--- config.mk ---
export PLATFORM = sky130hd
export DESIGN_NAME = blockXorScrambler
export DESIGN_NICKNAME = d
export VERILOG_FILES = /design/src/rtl/scrPkg.sv /design/src/rtl/scrDatapath.sv /design/src/rtl/scrCtrl.sv /design/src/rtl/blockXorScrambler.sv
export SDC_FILE = /design/constraint.sdc
export NUM_CORES = 1
export LEC_CHECK = 0
export BUFFER_PORTS_ARGS = -buffer_cell sky130_fd_sc_hd__buf_2
export CAP_MARGIN = 20
export CORE_ASPECT_RATIO = 1.4
export CORE_MARGIN = 1.5
export CORE_UTILIZATION = 45
export CTS_CLUSTER_SIZE = 12
export DETAILED_ROUTE_END_ITERATION = 7
export PLACE_DENSITY_LB_ADDON = 0.05
export RECOVER_POWER = 100
export SLEW_MARGIN = 20
export SYNTH_ARGS = -nofsm -noshare
export SYNTH_HDL_FRONTEND = slang
export SYNTH_HIERARCHICAL = 1
export SYNTH_SLANG_ARGS = --single-unit
--- constraint.sdc ---
create_clock -name clk -period 2.9 [get_ports clk]
set_input_delay 0.58 -clock clk [delete_from_list [all_inputs] [get_ports clk]]
set_output_delay 0.58 -clock clk [all_outputs]
set_load 0.01 [all_outputs]
--- src/rtl/scrPkg.sv ---
package scrPkg;

  typedef enum logic [3:0] {
    ST_IDLE,
    ST_SETUP,
    ST_CHECK,
    ST_RDREQ,
    ST_RDWAIT,
    ST_XOR,
    ST_STADDR,
    ST_PAD,
    ST_WRITE,
    ST_DONE,
    ST_YIELD
  } scrState_e;

  // strobes from control to datapath
  typedef struct packed {
    logic loadArgs;
    logic clearArgs;
    logic decCount;
    logic captureXor;
    logic latchWrAddr;
    logic useKeyB;
  } scrStrobes_t;

endpackage

--- src/rtl/scrDatapath.sv ---
module scrDatapath
  import scrPkg::*;
#(
  parameter int ADDR_W = 16,
  parameter int DATA_W = 16,
  parameter int CNT_W  = 16
) (
  input  logic              clk,
  input  logic              rstN,
  input  scrStrobes_t       strobes,
  input  logic [ADDR_W-1:0] startSrc,
  input  logic [ADDR_W-1:0] startDst,
  input  logic [CNT_W-1:0]  startCount,
  input  logic [DATA_W-1:0] startKeyA,
  input  logic [DATA_W-1:0] startKeyB,
  input  logic [DATA_W-1:0] memRdData,
  output logic [ADDR_W-1:0] memRdAddr,
  output logic [ADDR_W-1:0] memWrAddr,
  output logic [DATA_W-1:0] memWrData,
  output logic [CNT_W-1:0]  remainCount,
  output logic              countZero
);

  logic [ADDR_W-1:0] srcBase, dstBase, wrAddrQ;
  logic [CNT_W-1:0]  cnt;
  logic [DATA_W-1:0] keyA, keyB, resultQ;
  logic [DATA_W-1:0] keySel;
  logic [ADDR_W-1:0] cntAsAddr;

  assign cntAsAddr = ADDR_W'(cnt);
  assign keySel    = strobes.useKeyB ? keyB : keyA;

  always_ff @(posedge clk) begin
    if (!rstN) begin
      srcBase <= '0;
      dstBase <= '0;
      cnt     <= '0;
      keyA    <= '0;
      keyB    <= '0;
      resultQ <= '0;
      wrAddrQ <= '0;
    end else if (strobes.loadArgs) begin
      srcBase <= startSrc;
      dstBase <= startDst;
      cnt     <= startCount;
      keyA    <= startKeyA;
      keyB    <= startKeyB;
    end else if (strobes.clearArgs) begin
      srcBase <= '0;
      dstBase <= '0;
      cnt     <= '0;
      keyA    <= '0;
      keyB    <= '0;
    end else begin
      if (strobes.decCount)    cnt     <= cnt - CNT_W'(1);
      if (strobes.captureXor)  resultQ <= memRdData ^ keySel;
      if (strobes.latchWrAddr) wrAddrQ <= dstBase + cntAsAddr;
    end
  end

  // after the decrement the count register is the current index
  assign memRdAddr   = srcBase + cntAsAddr;
  assign memWrAddr   = wrAddrQ;
  assign memWrData   = resultQ;
  assign remainCount = cnt;
  assign countZero   = (cnt == '0);

endmodule

--- src/rtl/scrCtrl.sv ---
module scrCtrl
  import scrPkg::*;
#(
  parameter int WDC_W     = 8,
  parameter int RD_LAT    = 2,
  parameter int SETUP_CYC = 5,
  parameter int WORD_CYC  = 12
) (
  input  logic             clk,
  input  logic             rstN,
  input  logic             startValid,
  input  logic             countZero,
  input  logic             irqPending,
  input  logic [WDC_W-1:0] wakeDisable,
  output scrStrobes_t      strobes,
  output logic             memRdReq,
  output logic             memWrEn,
  output logic             busy,
  output logic             donePulse,
  output logic             yieldPulse
);

  // fixed per-word slots: check, request, wait, xor, store address, write
  localparam int PAD_CYC = WORD_CYC - 4 - RD_LAT;
  localparam int TICK_W  = $clog2(SETUP_CYC + WORD_CYC + 1);

  generate
    if (RD_LAT < 2 || PAD_CYC < 1 || SETUP_CYC < 1) begin : g_badParam
      $error("scrCtrl: RD_LAT must be >= 2 and WORD_CYC must leave at least one pad cycle");
    end
  endgenerate

  scrState_e        state, stateNext;
  logic [TICK_W-1:0] tick, tickNext;
  logic             secondWord, secondWordNext;
  logic             yieldGate;

  assign yieldGate = irqPending && (wakeDisable == '0);

  always_comb begin
    stateNext      = state;
    tickNext       = tick;
    secondWordNext = secondWord;
    strobes        = '0;
    strobes.useKeyB = secondWord;
    unique case (state)
      ST_IDLE, ST_DONE, ST_YIELD: begin
        stateNext = ST_IDLE;
        if (startValid) begin
          strobes.loadArgs = 1'b1;
          secondWordNext   = 1'b0;
          tickNext         = '0;
          stateNext        = ST_SETUP;
        end
      end
      ST_SETUP: begin
        if (tick == TICK_W'(SETUP_CYC - 1)) begin
          tickNext  = '0;
          stateNext = ST_CHECK;
        end else begin
          tickNext = tick + TICK_W'(1);
        end
      end
      ST_CHECK: begin
        if (countZero) begin
          strobes.clearArgs = 1'b1;
          stateNext         = ST_DONE;
        end else begin
          strobes.decCount = 1'b1;
          stateNext        = ST_RDREQ;
        end
      end
      ST_RDREQ: begin
        tickNext  = '0;
        stateNext = ST_RDWAIT;
      end
      ST_RDWAIT: begin
        if (tick == TICK_W'(RD_LAT - 2)) begin
          stateNext = ST_XOR;
        end else begin
          tickNext = tick + TICK_W'(1);
        end
      end
      ST_XOR: begin
        strobes.captureXor = 1'b1;
        stateNext          = ST_STADDR;
      end
      ST_STADDR: begin
        strobes.latchWrAddr = 1'b1;
        tickNext            = '0;
        stateNext           = ST_PAD;
      end
      ST_PAD: begin
        if (tick == TICK_W'(PAD_CYC - 1)) begin
          stateNext = ST_WRITE;
        end else begin
          tickNext = tick + TICK_W'(1);
        end
      end
      ST_WRITE: begin
        if (!secondWord) begin
          secondWordNext = 1'b1;
          stateNext      = ST_CHECK;
        end else begin
          secondWordNext = 1'b0;
          stateNext      = yieldGate ? ST_YIELD : ST_CHECK;
        end
      end
      default: stateNext = ST_IDLE;
    endcase
  end

  always_ff @(posedge clk) begin
    if (!rstN) begin
      state      <= ST_IDLE;
      tick       <= '0;
      secondWord <= 1'b0;
    end else begin
      state      <= stateNext;
      tick       <= tickNext;
      secondWord <= secondWordNext;
    end
  end

  assign memRdReq   = (state == ST_RDREQ);
  assign memWrEn    = (state == ST_WRITE);
  assign donePulse  = (state == ST_DONE);
  assign yieldPulse = (state == ST_YIELD);
  assign busy       = !(state inside {ST_IDLE, ST_DONE, ST_YIELD});

  // end pulses never coincide
  p_pulse_excl_r11: assert property (@(posedge clk) disable iff (!rstN)
    !(donePulse && yieldPulse));

  // completion lasts a single cycle
  p_done_single_r11: assert property (@(posedge clk) disable iff (!rstN)
    donePulse |=> !donePulse);

  // a yield only follows an open interrupt gate
  p_yield_gate_r7: assert property (@(posedge clk) disable iff (!rstN)
    yieldPulse |-> ($past(irqPending) && $past(wakeDisable) == '0));

  // busy only falls into an end pulse, never silently
  p_busy_hold_r10: assert property (@(posedge clk) disable iff (!rstN)
    busy |=> (busy || donePulse || yieldPulse));

  // no memory traffic outside an operation
  p_quiet_idle_r10: assert property (@(posedge clk) disable iff (!rstN)
    !busy |-> (!memRdReq && !memWrEn));

endmodule

--- src/rtl/blockXorScrambler.sv ---
module blockXorScrambler
  import scrPkg::*;
#(
  parameter int ADDR_W    = 16,
  parameter int DATA_W    = 16,
  parameter int CNT_W     = 16,
  parameter int WDC_W     = 8,
  parameter int RD_LAT    = 2,
  parameter int SETUP_CYC = 5,
  parameter int WORD_CYC  = 12
) (
  input  logic              clk,
  input  logic              rstN,
  input  logic              startValid,
  input  logic [ADDR_W-1:0] startSrc,
  input  logic [ADDR_W-1:0] startDst,
  input  logic [CNT_W-1:0]  startCount,
  input  logic [DATA_W-1:0] startKeyA,
  input  logic [DATA_W-1:0] startKeyB,
  input  logic              irqPending,
  input  logic [WDC_W-1:0]  wakeDisable,
  output logic              memRdReq,
  output logic [ADDR_W-1:0] memRdAddr,
  input  logic [DATA_W-1:0] memRdData,
  output logic              memWrEn,
  output logic [ADDR_W-1:0] memWrAddr,
  output logic [DATA_W-1:0] memWrData,
  output logic              busy,
  output logic              donePulse,
  output logic              yieldPulse,
  output logic [CNT_W-1:0]  remainCount
);

  scrStrobes_t strobes;
  logic        countZero;

  scrCtrl #(
    .WDC_W    (WDC_W),
    .RD_LAT   (RD_LAT),
    .SETUP_CYC(SETUP_CYC),
    .WORD_CYC (WORD_CYC)
  ) uCtrl (
    .clk        (clk),
    .rstN       (rstN),
    .startValid (startValid),
    .countZero  (countZero),
    .irqPending (irqPending),
    .wakeDisable(wakeDisable),
    .strobes    (strobes),
    .memRdReq   (memRdReq),
    .memWrEn    (memWrEn),
    .busy       (busy),
    .donePulse  (donePulse),
    .yieldPulse (yieldPulse)
  );

  scrDatapath #(
    .ADDR_W(ADDR_W),
    .DATA_W(DATA_W),
    .CNT_W (CNT_W)
  ) uDpath (
    .clk        (clk),
    .rstN       (rstN),
    .strobes    (strobes),
    .startSrc   (startSrc),
    .startDst   (startDst),
    .startCount (startCount),
    .startKeyA  (startKeyA),
    .startKeyB  (startKeyB),
    .memRdData  (memRdData),
    .memRdAddr  (memRdAddr),
    .memWrAddr  (memWrAddr),
    .memWrData  (memWrData),
    .remainCount(remainCount),
    .countZero  (countZero)
  );

endmodule

==> metrics.md <==
| Metric | Value |
|---|---|
| Status | `finished with violations` |
| Failing checks | `setup timing` |
| PD cells | `949 nW/um2` |
| Hpwl dp | `15200 um` |
| Crit path launch type | `flip-flop` |
| Final #Nets | `1241` |
| Ys Warns | `6` |
| Synthesized instance count | `888` |
| Synth async-reset ratio | `0` |
| Clock transition at the registers of the reported paths | `60 ps` |
| Sequential fraction of the synthesis area | `0.343` |
| Fin crit share | `1.08` |
| Sum of negative setup slack | `-8160 ps` |
| Mapped cell area | `7130 um2` |
| Clk sinks | `about 120` |
| Global placement routability congestion | `~0.87` |
| Top Usage Layer GRT | `met2` |
| H-Tree Depth | `4` |
| Worst slack, placed | `between 1 and 1.5 ps` |
| Vias/cell | `~5.4` |
| Placed Cells incl. Taps | `1260` |
| Row Count | `54` |
| Initial antenna violation count | `1` |
| Pre-antenna DRT Iters | `5` |
| CTS tree | `built` |
| Post-route DRC violation count | `0` |
| Buffer levels on the longest clock path | `2` |
| Layout cells sized above 1 | `0.247` |
| Final setup violation count | `77` |
| Final Critical Period | `3120 ps` |
| Final Hold Viols | `0` |
| Met3 Use GR | `0.0626` |
| Design Area, Final | `9450 um2` |
| Core area | `15500 um2` |
| Starting Density | `0.459` |
| Final Skew | `8.10 ps` |
| Layout area overhead | `32.6%` |
| Netlist cell types | `73` |
| RSZ-0062 raised after global routing | `yes` |
| Worst-margin pin slew | `approximately 650 ps` |
| Pins Over Slew Limit | `0` |
| Synth top area cells | `dfxtp_1 34%, a21oi_1 9.1%, nor2_1 7.3%` |
| Tot GR Track Use | `0.254` |
| Pin count of the biggest net entering global routing | `94` |
| Number of global-route vias before repair | `6780` |
| Synth Register Bits | `122` |
| Count leader, synth | `nor2_1` |
| Die area | `roughly 17000 um2` |
| Hold Buf Count CTS | `0` |
| Placed Area | `8550 um2` |
| Antenna Nets Post-Route | `0` |
| Die extent in x | `roughly 110 um` |
| Flop-to-flop setup slack | `-210 ps` |
| Max rail drop VDD | `453 uV` |
| Post-synth top area cell | `dfxtp_1` |
| Post-DR wirelength/cell | `16.6 um` |
| Max FO, Critical Path | `3` |
| Final WL | `21700 um` |
| Post-synth top cells | `138 x nor2_1, 129 x a21oi_1, 122 x dfxtp_1` |
| Met1 Track Usage GR | `0.288` |
| Cts bufs inserted | `17` |
| Top FF cell, synth | `dfxtp_1` |
| Worst Path Required | `~2300 ps` |
| Worst skew pair latency | `420 ps` |
| Root buf cell | `clkbuf_16` |
| Die height | `152 um` |
| IO Port Bufs | `about 180` |
| Max Cap Viol | `0` |
| First-pass GRT wire length | `33100 um` |
| Final std cells w/o fill | `1307` |
| DR iter-0 viols | `~420` |
| Final worst slack | `-219 ps` |
| Post-synth EDFFs | `0` |
| Fmax | `approximately 320 MHz` |
| Crit path DAT | `2540 ps` |
| # IOs | `177` |
| Leakage | `4.19 nW` |
| Vias after detailed routing | `7108` |
| Met2 usage | `0.440` |
| Util after Layout | `0.608` |
| Max transition margin | `0.557` |
| Net count after synthesis | `1032` |
| Post-Syn Area per Cell | `around 8.0 um2` |
| Min-Delay Path Class | `input pin to flip-flop` |
| Grt ovf | `0` |
| Post-synth top area share | `0.343` |
| Critical Path End Type | `primary output` |
| CP Class | `flip-flop to primary output` |
## registers in the layout (all words and copies together) (netlist names)
register / cells
uDpath/dstBase: 16
uDpath/keyA: 16
uDpath/keyB: 16
uDpath/memWrAddr: 16
uDpath/memWrData: 16
uDpath/remainCount: 16
uDpath/srcBase: 16
uCtrl/tick: 5
uCtrl/state: 4
uCtrl/secondWord: 1
## what timing repair did
action	in CTS	in global routing
cloned	0	3
pin swaps	15	8
resized for setup	29	19
setup endpoints to repair	9	92
buffers inserted	4	8
endpoints found under the hold margin	0	0
## worst paths after layout
path                         startpoint                   to  cells after the start
hold reg to reg     uDpath/memWrAddr[0]  uDpath/memWrAddr[0]                      2
setup reg to reg  uDpath/remainCount[6]  uDpath/memWrData[7]                     12
hold / removal             startKeyB[1]       uDpath/keyB[1]                      3
setup / recovery  uDpath/remainCount[0]        memRdAddr[12]                      9
## worst max-delay path, cell delays in order, from the launching register on
cell	delay (ps)
dfxtp_2	330
ha_4	160
fa_2	330
a21o_1	180
a21o_1	190
a211o_1	290
a211oi_2	250
o31ai_2	100
xor2_1	150
buf_2	150
## layout make-up
cell class | instances | area [um2]
sequential | 122 | 2460
clock inverter | 12 | 189
tap | 196 | 245
timing repair buffer | 247 | 1460
clock buffer | 20 | 447
multi-input combinational | 695 | 4600
antenna | 1 | 2.50
inverter | 14 | 53.8
fill | 1526 | 6090
## routing by layer
metal	vias to the layer above	share of wire
met4	0	0.028
met5	-	0
met1	3287	0.41
met3	42	0.055
met2	190	0.50
li1	3589	-
## where the power goes
| part | switching [mW] | total (mW) | leakage, nW | internal, mW |
|---|---|---|---|---|
| sequential | 0.305 | 2.32 | 0.999 | 2.01 |
| clock | 0.818 | 2.29 | 0.305 | 1.47 |
| combinational | 2.47 | 4.36 | 2.88 | 1.89 |
| total | 3.59 | 8.97 | 4.19 | 5.38 |
## through the flow
step           hold WS [ps]  power [mW]
6_report                391        8.97
5_1_grt                 383        9.59
4_1_cts                 376        8.95
3_5_place_dp            445        6.55
3_3_place_gp            439        6.53
2_1_floorplan           476        5.12
## cells by family after synthesis
group | count (synthesis) | synth area share
and+or+nand+nor | 349 | 0.254
AOI/OAI and AO/OA | 244 | 0.214
DFF | 122 | 0.343
buffers and inverters | 71 | 0.0397
xor gates and xnor gates | 47 | 0.0578
adders and majority gates | 36 | 0.0653
muxes | 19 | 0.0267
## layout by cell type (no fill, tap or decap), drive strengths merged, types with 3 or more instances in the layout
| cell type | instances |
|---|---|
| or3 | 6 |
| mux2i | 19 |
| o211ai | 3 |
| bufinv | 4 |
| buf | 188 |
| o21ai | 26 |
| nor3 | 13 |
| and3 | 11 |
| o311ai | 5 |
| nand2 | 48 |
| and2 | 10 |
| clkinv | 6 |
| o31ai | 4 |
| a221oi | 3 |
| a21oi | 129 |
| o21bai | 4 |
| xor2 | 31 |
| a21o | 18 |
| a31o | 5 |
| nand4 | 4 |
| nor2 | 138 |
| nand3 | 20 |
| nor2b | 6 |
| or2 | 4 |
| a22o | 4 |
| ha | 34 |
| xnor2 | 16 |
| a22oi | 6 |
| nand2b | 8 |
| nor3b | 64 |
| nor4 | 4 |
| a31oi | 4 |
| inv | 15 |
| clkbuf | 79 |
| a211oi | 7 |
| dfxtp | 122 |
| o21a | 6 |
(Power assumes the default switching activity.)
